### config.mk
export PLATFORM = sky130hd
export DESIGN_NAME = pio_strobe_gen
export DESIGN_NICKNAME = d
export VERILOG_FILES = /design/src/rtl/pio_strobe_gen.sv
export SDC_FILE = /design/constraint.sdc
export NUM_CORES = 1
export LEC_CHECK = 0
export BUFFER_PORTS_ARGS = -buffer_cell sky130_fd_sc_hd__buf_2
export CORE_ASPECT_RATIO = 0.6
export CORE_MARGIN = 4
export CORE_UTILIZATION = 55
export CTS_CLUSTER_DIAMETER = 80
export CTS_CLUSTER_SIZE = 20
export DETAILED_ROUTE_END_ITERATION = 8
export GPL_TIMING_DRIVEN = 0
export PLACE_DENSITY = 0.85
export SLEW_MARGIN = 10
export SYNTH_ARGS = -nofsm -noshare
export SYNTH_HDL_FRONTEND = slang
export SYNTH_SLANG_ARGS = --single-unit
### constraint.sdc
create_clock -name clk -period 7.2 [get_ports clk]
set_input_delay 0.36 -clock clk [delete_from_list [all_inputs] [get_ports clk]]
set_output_delay 0.36 -clock clk [all_outputs]
set_load 0.005 [all_outputs]
### src/rtl/pio_strobe_gen.sv
module pio_strobe_gen #(
  parameter int UNITS = 4,
  parameter int ADDR_W = 8,
  parameter int CNT_W = 5,
  parameter int IRDY_LSB = 4,
  parameter logic [ADDR_W-1:0] TIM_BASE = 8'h44,
  parameter logic [ADDR_W-1:0] CTRL_ADDR = 8'h42,
  parameter logic [ADDR_W-1:0] STAT_ADDR = 8'h43,
  localparam int UNIT_W = $clog2(UNITS)
) (
  input  logic              clk,
  input  logic              rst_n,
  input  logic              cfg_wr,
  input  logic [ADDR_W-1:0] cfg_addr,
  input  logic [7:0]        cfg_wdata,
  output logic [7:0]        cfg_rdata,
  input  logic [1:0]        wbuf_busy,
  input  logic              req,
  input  logic [UNIT_W-1:0] req_unit,
  input  logic              req_write,
  input  logic              iordy,
  output logic              rd_strobe,
  output logic              wr_strobe,
  output logic              busy,
  output logic              done
);

  localparam logic [ADDR_W-1:0] TIM_SPAN = ADDR_W'(2 * UNITS);
  localparam logic [CNT_W-1:0] ACT_OFS = CNT_W'(17);
  localparam logic [CNT_W-1:0] REC_OFS = CNT_W'(16);

  typedef enum logic [1:0] {S_IDLE, S_ACT, S_REC} st_t;

  logic [15:0]       tim [UNITS];
  logic [UNITS-1:0]  ign_rdy;
  logic [16*UNITS-1:0] tim_flat;

  logic [ADDR_W-1:0] tim_off;
  logic              tim_hit, ctrl_hit, wr_ok;

  st_t               st;
  logic [CNT_W-1:0]  cnt, rec_hold;
  logic [UNIT_W-1:0] cur_unit;
  logic              cur_wr, cur_ign;

  logic [7:0]        sel_byte;
  logic [CNT_W-1:0]  act_ld, rec_ld;

  assign wr_ok    = cfg_wr && (wbuf_busy == 2'b00);
  assign tim_off  = cfg_addr - TIM_BASE;
  assign tim_hit  = (cfg_addr >= TIM_BASE) && (tim_off < TIM_SPAN);
  assign ctrl_hit = (cfg_addr == CTRL_ADDR);

  for (genvar u = 0; u < UNITS; u++) begin : g_unit
    always_ff @(posedge clk) begin
      if (!rst_n) begin
        tim[u]     <= '0;
        ign_rdy[u] <= 1'b1;
      end else begin
        if (wr_ok && tim_hit && tim_off[UNIT_W:1] == UNIT_W'(u)) begin
          if (tim_off[0]) tim[u][15:8] <= cfg_wdata;
          else            tim[u][7:0]  <= cfg_wdata;
        end
        if (wr_ok && ctrl_hit)
          ign_rdy[u] <= cfg_wdata[IRDY_LSB + u];
      end
    end
    assign tim_flat[16*u +: 16] = tim[u];
  end

  always_comb begin
    cfg_rdata = '0;
    if (tim_hit)
      cfg_rdata = tim_off[0] ? tim[tim_off[UNIT_W:1]][15:8] : tim[tim_off[UNIT_W:1]][7:0];
    else if (ctrl_hit)
      cfg_rdata[IRDY_LSB +: UNITS] = ign_rdy;
    else if (cfg_addr == STAT_ADDR)
      cfg_rdata[1:0] = wbuf_busy;
  end

  assign sel_byte = req_write ? tim[req_unit][15:8] : tim[req_unit][7:0];
  assign act_ld   = ACT_OFS - {{(CNT_W-4){1'b0}}, sel_byte[3:0]};
  assign rec_ld   = REC_OFS - {{(CNT_W-4){1'b0}}, sel_byte[7:4]};

  always_ff @(posedge clk) begin
    if (!rst_n) begin
      st       <= S_IDLE;
      cnt      <= '0;
      rec_hold <= '0;
      cur_unit <= '0;
      cur_wr   <= 1'b0;
      cur_ign  <= 1'b1;
      done     <= 1'b0;
    end else begin
      done <= 1'b0;
      case (st)
        S_IDLE: if (req) begin
          st       <= S_ACT;
          cnt      <= act_ld;
          rec_hold <= rec_ld;
          cur_unit <= req_unit;
          cur_wr   <= req_write;
          cur_ign  <= ign_rdy[req_unit];
        end
        S_ACT: begin
          if (cnt > 1)
            cnt <= cnt - 1'b1;
          else if (cur_ign || iordy) begin
            st  <= S_REC;
            cnt <= rec_hold;
          end
        end
        S_REC: begin
          if (cnt > 1)
            cnt <= cnt - 1'b1;
          else begin
            st   <= S_IDLE;
            done <= 1'b1;
          end
        end
        default: st <= S_IDLE;
      endcase
    end
  end

  assign busy      = (st != S_IDLE);
  assign rd_strobe = (st == S_ACT) && !cur_wr;
  assign wr_strobe = (st == S_ACT) &&  cur_wr;

  AST_ONE_STROBE: assert property (@(posedge clk) disable iff (!rst_n)
    !(rd_strobe && wr_strobe));
  AST_ACT_RANGE: assert property (@(posedge clk) disable iff (!rst_n)
    (st == S_ACT) |-> (cnt >= 1 && cnt <= 17));
  AST_DONE_FROM_REC: assert property (@(posedge clk) disable iff (!rst_n)
    done |-> ($past(st == S_REC) && !busy));
  AST_RDY_HOLD: assert property (@(posedge clk) disable iff (!rst_n)
    (st == S_ACT && cnt == 1 && !cur_ign && !iordy) |=> (st == S_ACT));
  AST_CFG_LOCK: assert property (@(posedge clk) disable iff (!rst_n)
    (cfg_wr && wbuf_busy != 2'b00) |=> ($stable(tim_flat) && $stable(ign_rdy)));
  AST_BUSY_REQ: assert property (@(posedge clk) disable iff (!rst_n)
    (busy && req) |=> ($stable(cur_unit) && $stable(cur_wr)));

endmodule

==> out/results.txt, run 1 <==
Status: complete, no violations
Worst Skew: 0.006498 ns
Initial drt markers: 474
Reg clk slew, reported paths: 0.06 ns
Cell taking the most area after synthesis: edfxtp_1
Initial antenna violation count: 0
DRT antenna net count: 0
Starting Density: 56.58%
R2R Path Start: cnt[1]
Worst Hold Endpoint: ign_rdy[3]
Clock tree sinks: 83
Pre-Repair DR Iteration Count: 5
Most area-consuming cells after synthesis: edfxtp_1 40%, mux4_2 14%, and2_1 8.8%, dfxtp_1 7.9%, mux2i_1 3.9%
Tot Pwr: 1.460 mW
Final HPWL DP: 9360 um
CP startpoint kind: primary input
CP Launch Point: cfg_addr[2]
Drt drc: 0
Final-report max-slew violation count: 0
Clock tree root driver cell: clkbuf_16
Critical-path maximum fanout: 10
Hold slack: 0.3690 ns
Reg2reg path depth: 7
Hold depth: 3
Hold path start: cfg_wdata[7]
Cts repair resizes: 0
Nets@finish: 471
FF-to-FF End: cnt[1]
Vias: 3565
Setup Buffers After CTS: 0
Kind of critical path: primary input to flip-flop
CP required: 7.16 ns
Diodes inserted: 0
Nature of the critical path endpoint: flip-flop
Filler cells: 640
IO buf count: 34
F_max: 283.6 MHz
Pwr Density: 268.3 nW/um2
Avg Cell Area, Syn: 12.46 um2
Post-synth top cells: 68 x and2_1, 64 x edfxtp_1, 29 x mux4_2, 27 x nand2_1
Die ar.: 10380 um2
VDD IR-drop max: 0.1194 mV
Routed wire length per instance: 22.82 um
Num rows: 26
RSZ-0062 raised after global routing: no
Mapped Cells: 387
Dpl cells: 533
Most frequent cell after synthesis: and2_1
H-tree levels: 3
Setup TNS: 0 ns
Die width: 128.9 um
Synth Net Count: 424
Hold buffers post-CTS: 0
Arr. time, crit path: 3.49 ns
CTS Buffer Depth: 2
Post-synth EDFFs: 64
Setup violators final: 0
Syn-to-layout area delta: 12.87%
Min-delay worst type: primary input to flip-flop
Most used DFF post-synth: edfxtp_1
FF+latch count, synth: 83
Fraction of registers with async set/reset: 0%
Number of global-route vias before repair: 3485
CTS tree: done
Post-Layout Cell Count: 551
Seq/Total Area, Yosys: 47.74%
Num CTS Buffers: 9
Share of cells above drive strength 1: 25.74%
Grt ovf: 0
Post-synthesis cell area: 4822 um2
Clock Latency Late Sink: 0.35 ns
Area of the core: 8523 um2
Largest net degree at the start of global routing: 14
Height of the die: 80.53 um
Final WL: 12580 um
Leakage: 2.033 nW
Worst reg2reg setup slack: 5.16 ns
Synth top area share: 39.85%
Slowest stage cell, crit path: o21ai_1
Crit-path cells: buf_2 -> buf_1 -> inv_1 -> ha_1 -> and3b_1 -> and4_1 -> and2_1 -> nand2_1 -> o21ai_1
First-pass GRT wire length: 19210 um
Minimum clock period: 3.526 ns
Vias per inst: 6.470
Post-synthesis cell type count: 59
Final Wtd Congestion: 0.9507
Synth warn: 0
Max-slew headroom: 31.65%
GRT Total Usage: 25.59%
Worst Max-Slew Pin Slew: 1.018 ns
Count of final hold-check violations: 0
Number of max-cap violations: 0
Crit-path max cell delay: 0.84 ns
Ports: 38
Fin crit share: 48.98%
## per-layer routing
metal,GRT usage [%],wire (um),up-vias
met5,0,0,-
met4,9.748,288,0
met3,7.309,1637,28
met2,37.19,5366,244
met1,36.41,5283,1740
li1,-,-,1553
## placed cells by master (no fill, tap or decap), drive strengths merged, types with 2 or more instances in the layout
cell type / netlist / final
nor2: 14 / 14
edfxtp: 64 / 64
nor3b: 2 / 2
and2: 69 / 69
xor2: 3 / 3
ha: 11 / 11
clkbuf: 9 / 19
nand2: 28 / 28
clkinv: 0 / 4
mux4: 30 / 30
inv: 11 / 11
o221a: 2 / 2
a31oi: 2 / 2
xnor2: 4 / 4
a21oi: 12 / 12
nand3: 12 / 12
mux2i: 23 / 23
buf: 9 / 45
o31ai: 5 / 5
nand2b: 2 / 2
nand3b: 3 / 3
a211oi: 2 / 2
o21ai: 19 / 19
nand4: 6 / 6
nor2b: 2 / 2
dfxtp: 19 / 19
nor3: 5 / 5
## stage by stage
stage / setup WS (ns) / instance area [um2] / utilization, %
CTS: 3.333 / 5418 / 63.56
floorplan: 4.297 / 4822 / -
global route: 3.569 / 5443 / 63.86
detailed placement: 2.991 / 5132 / 60.22
finish: 3.674 / 5443 / 63.86
global placement: 3.246 / 5132 / 60.22
## worst max-delay path by stage
stage | endpoint | depth (start not counted) | slack [ns]
finish | tim[3][0] | 9 | 3.67
global route | tim[3][2] | 9 | 3.57
CTS | tim[3][9] | 9 | 3.33
detailed placement | tim[3][8] | 9 | 2.99
global placement | tim[0][8] | 9 | 3.25
floorplan | tim[2][10] | 8 | 4.30
## kinds of logic (layout without fill, tap and decap cells)
group                      Yosys count  count (layout)  synth area share, %
and+or+nand+nor                    150             150                18.40
DFF                                 83              83                47.74
muxes                               54              54                19.95
AOI/OAI and AO/OA                   53              53                6.980
buffers and inverters               29              81                2.802
adders and majority gates           11              11                2.854
xor gates and xnor gates             7               7                1.271
## sequential cells by signal (all words and copies together), names as in the netlist
register and flops:
tim 64, cnt 5, rec_hold 5, ign_rdy 4
st 2, cur_ign 1, cur_wr 1, done 1
## worst max-delay path: cells and delay by family
kind	cells	cell delay (ns)
buf+inv	3	0.99
simple gates	4	0.92
fa+ha+maj	1	0.37
compound gates	1	0.84
## layout make-up
type	count	area [um2]	area share, %
Multi-Input combinational cell	275	2395	44.00
Sequential cell	83	2302	42.30
Clock buffer	10	229.0	4.207
Timing Repair Buffer	36	185.2	3.402
Tap cell	112	140.1	2.575
Buffer	18	93.84	1.724
Clock inverter	6	56.30	1.034
Inverter	11	41.29	0.7586
## report_power, final
group          switching (mW)  total (mW)  internal, mW
clock                   0.184       0.449         0.266
combinational           0.240       0.411         0.171
sequential             0.0402       0.600         0.560
Power figures use the tool's default switching activity.
==> inputs of run 2 (changes only) <==
--- a/config.mk
+++ b/config.mk
@@ -13,7 +13,7 @@
 export CTS_CLUSTER_SIZE = 20
 export DETAILED_ROUTE_END_ITERATION = 8
 export GPL_TIMING_DRIVEN = 0
-export PLACE_DENSITY = 0.85
+export PLACE_DENSITY = 0.88
 export SLEW_MARGIN = 10
 export SYNTH_ARGS = -nofsm -noshare
 export SYNTH_HDL_FRONTEND = slang
==> constraint.sdc (replaced) <==
create_clock -name clk -period 2.9 [get_ports clk]
set_input_delay 0.145 -clock clk [delete_from_list [all_inputs] [get_ports clk]]
set_output_delay 0.145 -clock clk [all_outputs]
set_load 0.005 [all_outputs]
==> out/results.txt, run 2 (synthesis gave the netlist of run 1 again) <==
Status: complete, no violations
Drt drc: 0 (unchanged)
Final WL: 12030 um (-4.3%)
Top Family by Delay on Critical Path: compound AO/OA/AOI/OAI gates
Top flop regs: tim (64), cnt (5), rec_hold (5)
Initial antenna violation count: 0 (unchanged)
H-tree levels: 3 (unchanged)
Setup violators final: 0 (unchanged)
Worst Max-Slew Pin Slew: 1.011 ns (-0.007749 ns)
Area of the core: 8523 um2 (unchanged)
Crit-path max cell delay: 0.85 ns (about the same)
Number of max-cap violations: 0 (unchanged)
Fin crit share: 90.73%
DRT antenna net count: 0 (unchanged)
Worst Skew: 0.004982 ns (-0.001516 ns)
Arr. time, crit path: 2.60 ns (-0.89 ns)
Combinational Power Share: 28.1% (about the same)
F_max: 380.1 MHz
Num CTS Buffers: 9 (unchanged)
Minimum clock period: 2.631 ns
Post-Layout Cell Count: 549 (-0.36%)
Count of final hold-check violations: 0 (unchanged)
Routed wire length per instance: 21.91 um (-4.0%)
Commonest non-fill, non-tap cell in the layout: and2_1
Dpl cells: 534 (+0.19%)
Number of global-route vias before repair: 3486 (+0.029%)
Hold slack: 0.1351 ns (-0.2339 ns)
Kind of critical path: primary input to flip-flop
Nets@finish: 469 (-0.42%)
Max-slew headroom: 32.18% (+0.52 points)
Leakage: 2.025 nW (-0.39%)
Vias: 3489 (-2.1%)
Final HPWL DP: 9070 um (-3.1%)
Height of the die: 80.53 um (unchanged)
Crit-path cells: buf_2 -> inv_1 -> ha_1 -> and3b_1 -> and4_1 -> and2_1 -> nand2_1 -> o21ai_1
Clock power share: 30.0% (-0.8 points)
CP Launch Point: cfg_addr[2]
VDD IR-drop max: 0.4243 mV (+260%)
Bufs and invs on worst path: 2 (-1)
CP required: 2.87 ns (-4.29 ns)
CP startpoint kind: primary input
Sequential power share: 41.9% (+0.8 points)
Slowest stage cell, crit path: o21ai_1
Switching share of power: 32.38% (+0.60 points)
Max reg flops: 64 (unchanged)
Pre-Repair DR Iteration Count: 5 (unchanged)
Nature of the critical path endpoint: flip-flop
Clock tree sinks: 83 (unchanged)
Starting Density: 56.58% (unchanged)
Share of cells above drive strength 1: 26.54% (+0.80 points)
GRT Total Usage: 25.05% (-0.54 points)
Reg clk slew, reported paths: 0.06 ns (about the same)
Highest-count cells in the layout ignoring fill and taps: 68 x and2_1, 64 x edfxtp_1, 39 x buf_2
Cell internal pwr: 2.393 mW (+140%)
RSZ-0062 raised after global routing: no
Syn-to-layout area delta: 12.69%
Num rows: 26 (unchanged)
Clock tree root driver cell: clkbuf_16
Grt ovf: 0 (unchanged)
CTS Buffer Depth: 2 (unchanged)
IO buf count: 34 (unchanged)
Critical-path maximum fanout: 14 (+4)
R2R Path Start: cnt[1]
Vias per inst: 6.355 (-1.8%)
Hold buffers post-CTS: 0 (unchanged)
Die width: 128.9 um (unchanged)
Final Util: 63.76% (-0.10 points)
Ports: 38 (unchanged)
Final-report max-slew violation count: 0 (unchanged)
Die ar.: 10380 um2 (unchanged)
First-pass GRT wire length: 18990 um (-1.2%)
Diodes inserted: 0 (unchanged)
Clock Latency Late Sink: 0.35 ns (about the same)
Largest net degree at the start of global routing: 16 (+2)
Min-delay worst type: primary input to flip-flop
CTS tree: done
Initial drt markers: 447 (-5.7%)
Hold path start: cfg_wdata[7]
Switch Pwr: 1.146 mW (+150%)
Final Wtd Congestion: 0.8926 (-6.1%)
Pwr Density: 651.3 nW/um2 (+140%)
Top reg by flops: tim
## run 2: cell count changes in the layout (fill, tap and decap cells not counted)
| cell | delta |
|---|---|
| o21ai_1 | -3 |
| o21ai_2 | +3 |
| clkinv_2 | -2 |
| clkinv_4 | +2 |
| inv_6 | +2 |
| buf_1 | -1 |
| buf_4 | -1 |
| bufinv_16 | -1 |
| clkbuf_1 | -1 |
## run 2: worst reg2reg max path: stages (launching register included)
cell and delay, ns:
dfxtp_1 0.38, inv_1 0.08, ha_1 0.19, o21bai_1 0.22, nand2_2 0.20, mux2_2 0.35
a221oi_1 0.34, o31ai_1 0.11
## run 2: path summary, 6_finish.rpt
kind                              endpoint  slack (ns)  cells past startpoint
worst max register to register      cnt[3]        0.90                      7
worst min-delay path            ign_rdy[3]        0.14                      3
worst min register to register      cur_wr        0.47                      2
worst max-delay path            tim[1][10]        0.27                      8
## run 2: layer usage
metal	vias up	routed length, um	track usage [%]
met4	0	252	9.224
li1	1543	-	-
met2	207	5360	37.45
met5	-	0	0
met1	1719	5211	34.96
met3	20	1206	7.110
## run 2: layout make-up
class                   count  area, um2
inverters                  11      41.29
clock inverters             7      51.30
repair buffers             35      177.7
fillers                   619       3089
flip-flops and latches     83       2302
well taps                 112      140.1
clock buffers               9      225.2
multi-input cells         275       2406
plain buffers              17      90.09
## run 2: stage by stage
stage / total power [mW] / TNS [ns] / area, um2 / worst slack, ns
2_1_floorplan: 2.202 / 0 / 4822 / 0.2124
3_3_place_gp: 2.419 / -45.49 / 5132 / -0.8464
3_5_place_dp: 2.473 / -28.39 / 5150 / -0.7277
4_1_cts: 3.530 / 0 / 5434 / 0.3494
5_1_grt: 3.703 / 0 / 5434 / 0.1608
6_report: 3.539 / 0 / 5434 / 0.2689
## run 2: power groups by stage
stage	combinational [mW]	sequential [mW]	clock, mW
2_1_floorplan	0.727	1.47	0
3_3_place_gp	0.926	1.49	0
3_5_place_dp	0.969	1.50	0
4_1_cts	0.980	1.48	1.07
5_1_grt	1.09	1.49	1.12
6_report	0.995	1.48	1.06
## run 2: timing repair
item,in CTS,in global routing
buffers inserted,0,0
resized for setup,4,0
setup endpoints to repair,60,0
==> inputs of run 3 (changes only) <==
--- a/config.mk
+++ b/config.mk
@@ -14,6 +14,7 @@
 export DETAILED_ROUTE_END_ITERATION = 8
 export GPL_TIMING_DRIVEN = 0
 export PLACE_DENSITY = 0.88
+export RECOVER_POWER = 50
 export SLEW_MARGIN = 10
 export SYNTH_ARGS = -nofsm -noshare
 export SYNTH_HDL_FRONTEND = slang
==> out/results.txt, run 3 (synthesis gave the netlist of run 1 again) <==
Minimum clock period: 2.617 ns (-0.01363 ns)
Leakage: 1.947 nW (-3.9%)
Nets@finish: 469 (unchanged)
Top flop regs: tim (64), cnt (5), rec_hold (5)
Pre-Repair DR Iteration Count: 5 (unchanged)
Worst Max-Slew Pin Slew: 1.120 ns (+0.1095 ns)
Initial antenna violation count: 0 (unchanged)
Setup violators final: 0 (unchanged)
Final Cell Area: 5378 um2 (-1.0%)
Status: complete, no violations
Min-delay worst type: primary input to flip-flop
Pwr Density: 654.8 nW/um2 (+0.54%)
Hold path start: cfg_wdata[7]
Nature of the critical path endpoint: flip-flop
Hold depth: 3 (unchanged)
Drt drc: 0 (unchanged)
Crit-path cells: clkbuf_2 -> inv_1 -> ha_1 -> and3b_1 -> and4_1 -> and2_1 -> nand2_1 -> o21ai_1
Max reg flops: 64 (unchanged)
Clock Latency Late Sink: 0.35 ns (about the same)
Hold buffers post-CTS: 0 (unchanged)
Height of the die: 80.53 um (unchanged)
Fin crit share: 90.26% (-0.47 points)
Count of final hold-check violations: 0 (unchanged)
Slowest stage cell, crit path: o21ai_1
Share of cells above drive strength 1: 23.34% (-3.2 points)
R2R Path Start: cnt[1]
Crit-path max cell delay: 0.84 ns (about the same)
Bufs and invs on worst path: 2 (unchanged)
DP Area: 5150 um2 (unchanged)
CTS tree: done
Worst Hold Endpoint: ign_rdy[3]
Final HPWL DP: 9070 um (unchanged)
Setup Buffers After CTS: 0 (unchanged)
Top Family by Delay on Critical Path: compound AO/OA/AOI/OAI gates
Arr. time, crit path: 2.58 ns (-0.02 ns)
Ports: 38 (unchanged)
Highest-count cells in the layout ignoring fill and taps: 64 x edfxtp_1, 40 x and2_0, 36 x buf_2
Routed wire length per instance: 21.89 um (-0.12%)
Vias: 3502 (+0.37%)
CP startpoint kind: primary input
Number of max-cap violations: 0 (unchanged)
Grt ovf: 0 (unchanged)
Area of the core: 8523 um2 (unchanged)
Kind of critical path: primary input to flip-flop
Syn-to-layout area delta: 11.52%
Final Util: 63.09% (-0.66 points)
Num CTS Buffers: 9 (unchanged)
Reg2reg path depth: 7 (unchanged)
Largest net degree at the start of global routing: 16 (unchanged)
Clock tree sinks: 83 (unchanged)
Die width: 128.9 um (unchanged)
Commonest non-fill, non-tap cell in the layout: edfxtp_1
DRT antenna net count: 0 (unchanged)
Cts repair resizes: 4 (unchanged)
Hold slack: 0.1343 ns (-0.0008090 ns)
RSZ-0062 raised after global routing: no
CP required: 2.87 ns (about the same)
Final WL: 12020 um (-0.12%)
Initial drt markers: 452 (+1.1%)
Final-report max-slew violation count: 0 (unchanged)
First-pass GRT wire length: 18990 um (unchanged)
Filler cells: 630 (+1.8%)
Clock tree root driver cell: clkbuf_16
F_max: 382.0 MHz (+0.52%)
IO buf count: 34 (unchanged)
CTS Buffer Depth: 2 (unchanged)
VDD IR-drop max: 0.4208 mV (-0.84%)
H-tree levels: 3 (unchanged)
Critical-path maximum fanout: 14 (unchanged)
Top reg by flops: tim
Vias per inst: 6.379 (+0.37%)
Max-slew headroom: 24.28% (-7.9 points)
FF-to-FF End: cnt[1]
Die ar.: 10380 um2 (unchanged)
Worst reg2reg setup slack: 0.85 ns (-0.05 ns)
Diodes inserted: 0 (unchanged)
Starting Density: 56.58% (unchanged)
Worst Skew: 0.009465 ns (+0.004483 ns)
Num rows: 26 (unchanged)
GRT Total Usage: 25.05% (unchanged)
Final Wtd Congestion: 0.8926 (unchanged)
Reg clk slew, reported paths: 0.06 ns (about the same)
Number of global-route vias before repair: 3486 (unchanged)
run 3: how the worst max path moves through the flow:
| stage | from | end | slack (ns) | depth (start not counted) |
|---|---|---|---|---|
| 2_1_floorplan | cfg_addr[2] | tim[2][10] | 0.21 | 8 |
| 5_1_grt | cfg_addr[2] | tim[1][14] | 0.17 | 8 |
| 3_5_place_dp | cfg_addr[2] | tim[0][4] | -0.73 | 9 |
| 3_3_place_gp | cfg_addr[2] | tim[2][10] | -0.85 | 9 |
| 4_1_cts | cfg_addr[2] | tim[0][14] | 0.35 | 8 |
| 6_report | cfg_addr[2] | tim[1][10] | 0.28 | 8 |
run 3: final cells by class:
cell class | instances | area, um2 | share of cell area, %
Inverter | 11 | 41.29 | 0.7678
Timing Repair Buffer | 35 | 176.4 | 3.281
Buffer | 17 | 88.84 | 1.652
Clock inverter | 7 | 51.30 | 0.9539
Sequential cell | 83 | 2302 | 42.81
Tap cell | 112 | 140.1 | 2.606
Multi-Input combinational cell | 275 | 2352 | 43.74
Clock buffer | 9 | 225.2 | 4.188
run 3: per-layer routing:
layer / wire length, um / up-vias / track usage, %
met5: 0 / - / 0
met4: 292 / 0 / 9.224
met3: 1207 / 28 / 7.110
met2: 5413 / 215 / 37.45
met1: 5102 / 1709 / 34.96
li1: - / 1550 / -
run 3: power by group:
| part | total, mW | internal (mW) | switching, mW |
|---|---|---|---|
| Combinational | 0.980 | 0.414 | 0.567 |
| Clock | 1.06 | 0.583 | 0.475 |
| Sequential | 1.48 | 1.39 | 0.0920 |
run 3: worst min-delay path, stage by stage:
cell and delay [ns]:
buf_2 0.16, mux2i_1 0.09, nand2_1 0.06
run 3: through the flow:
stage               TNS [ns]  cells  setup WS (ns)  power, mW
global placement      -45.49    533        -0.8464      2.419
CTS                        0    549         0.3494      3.530
detailed placement    -28.39    534        -0.7277      2.473
finish                     0    549         0.2825      3.521
floorplan                  0    387         0.2124      2.202
global route               0    549         0.1661      3.691
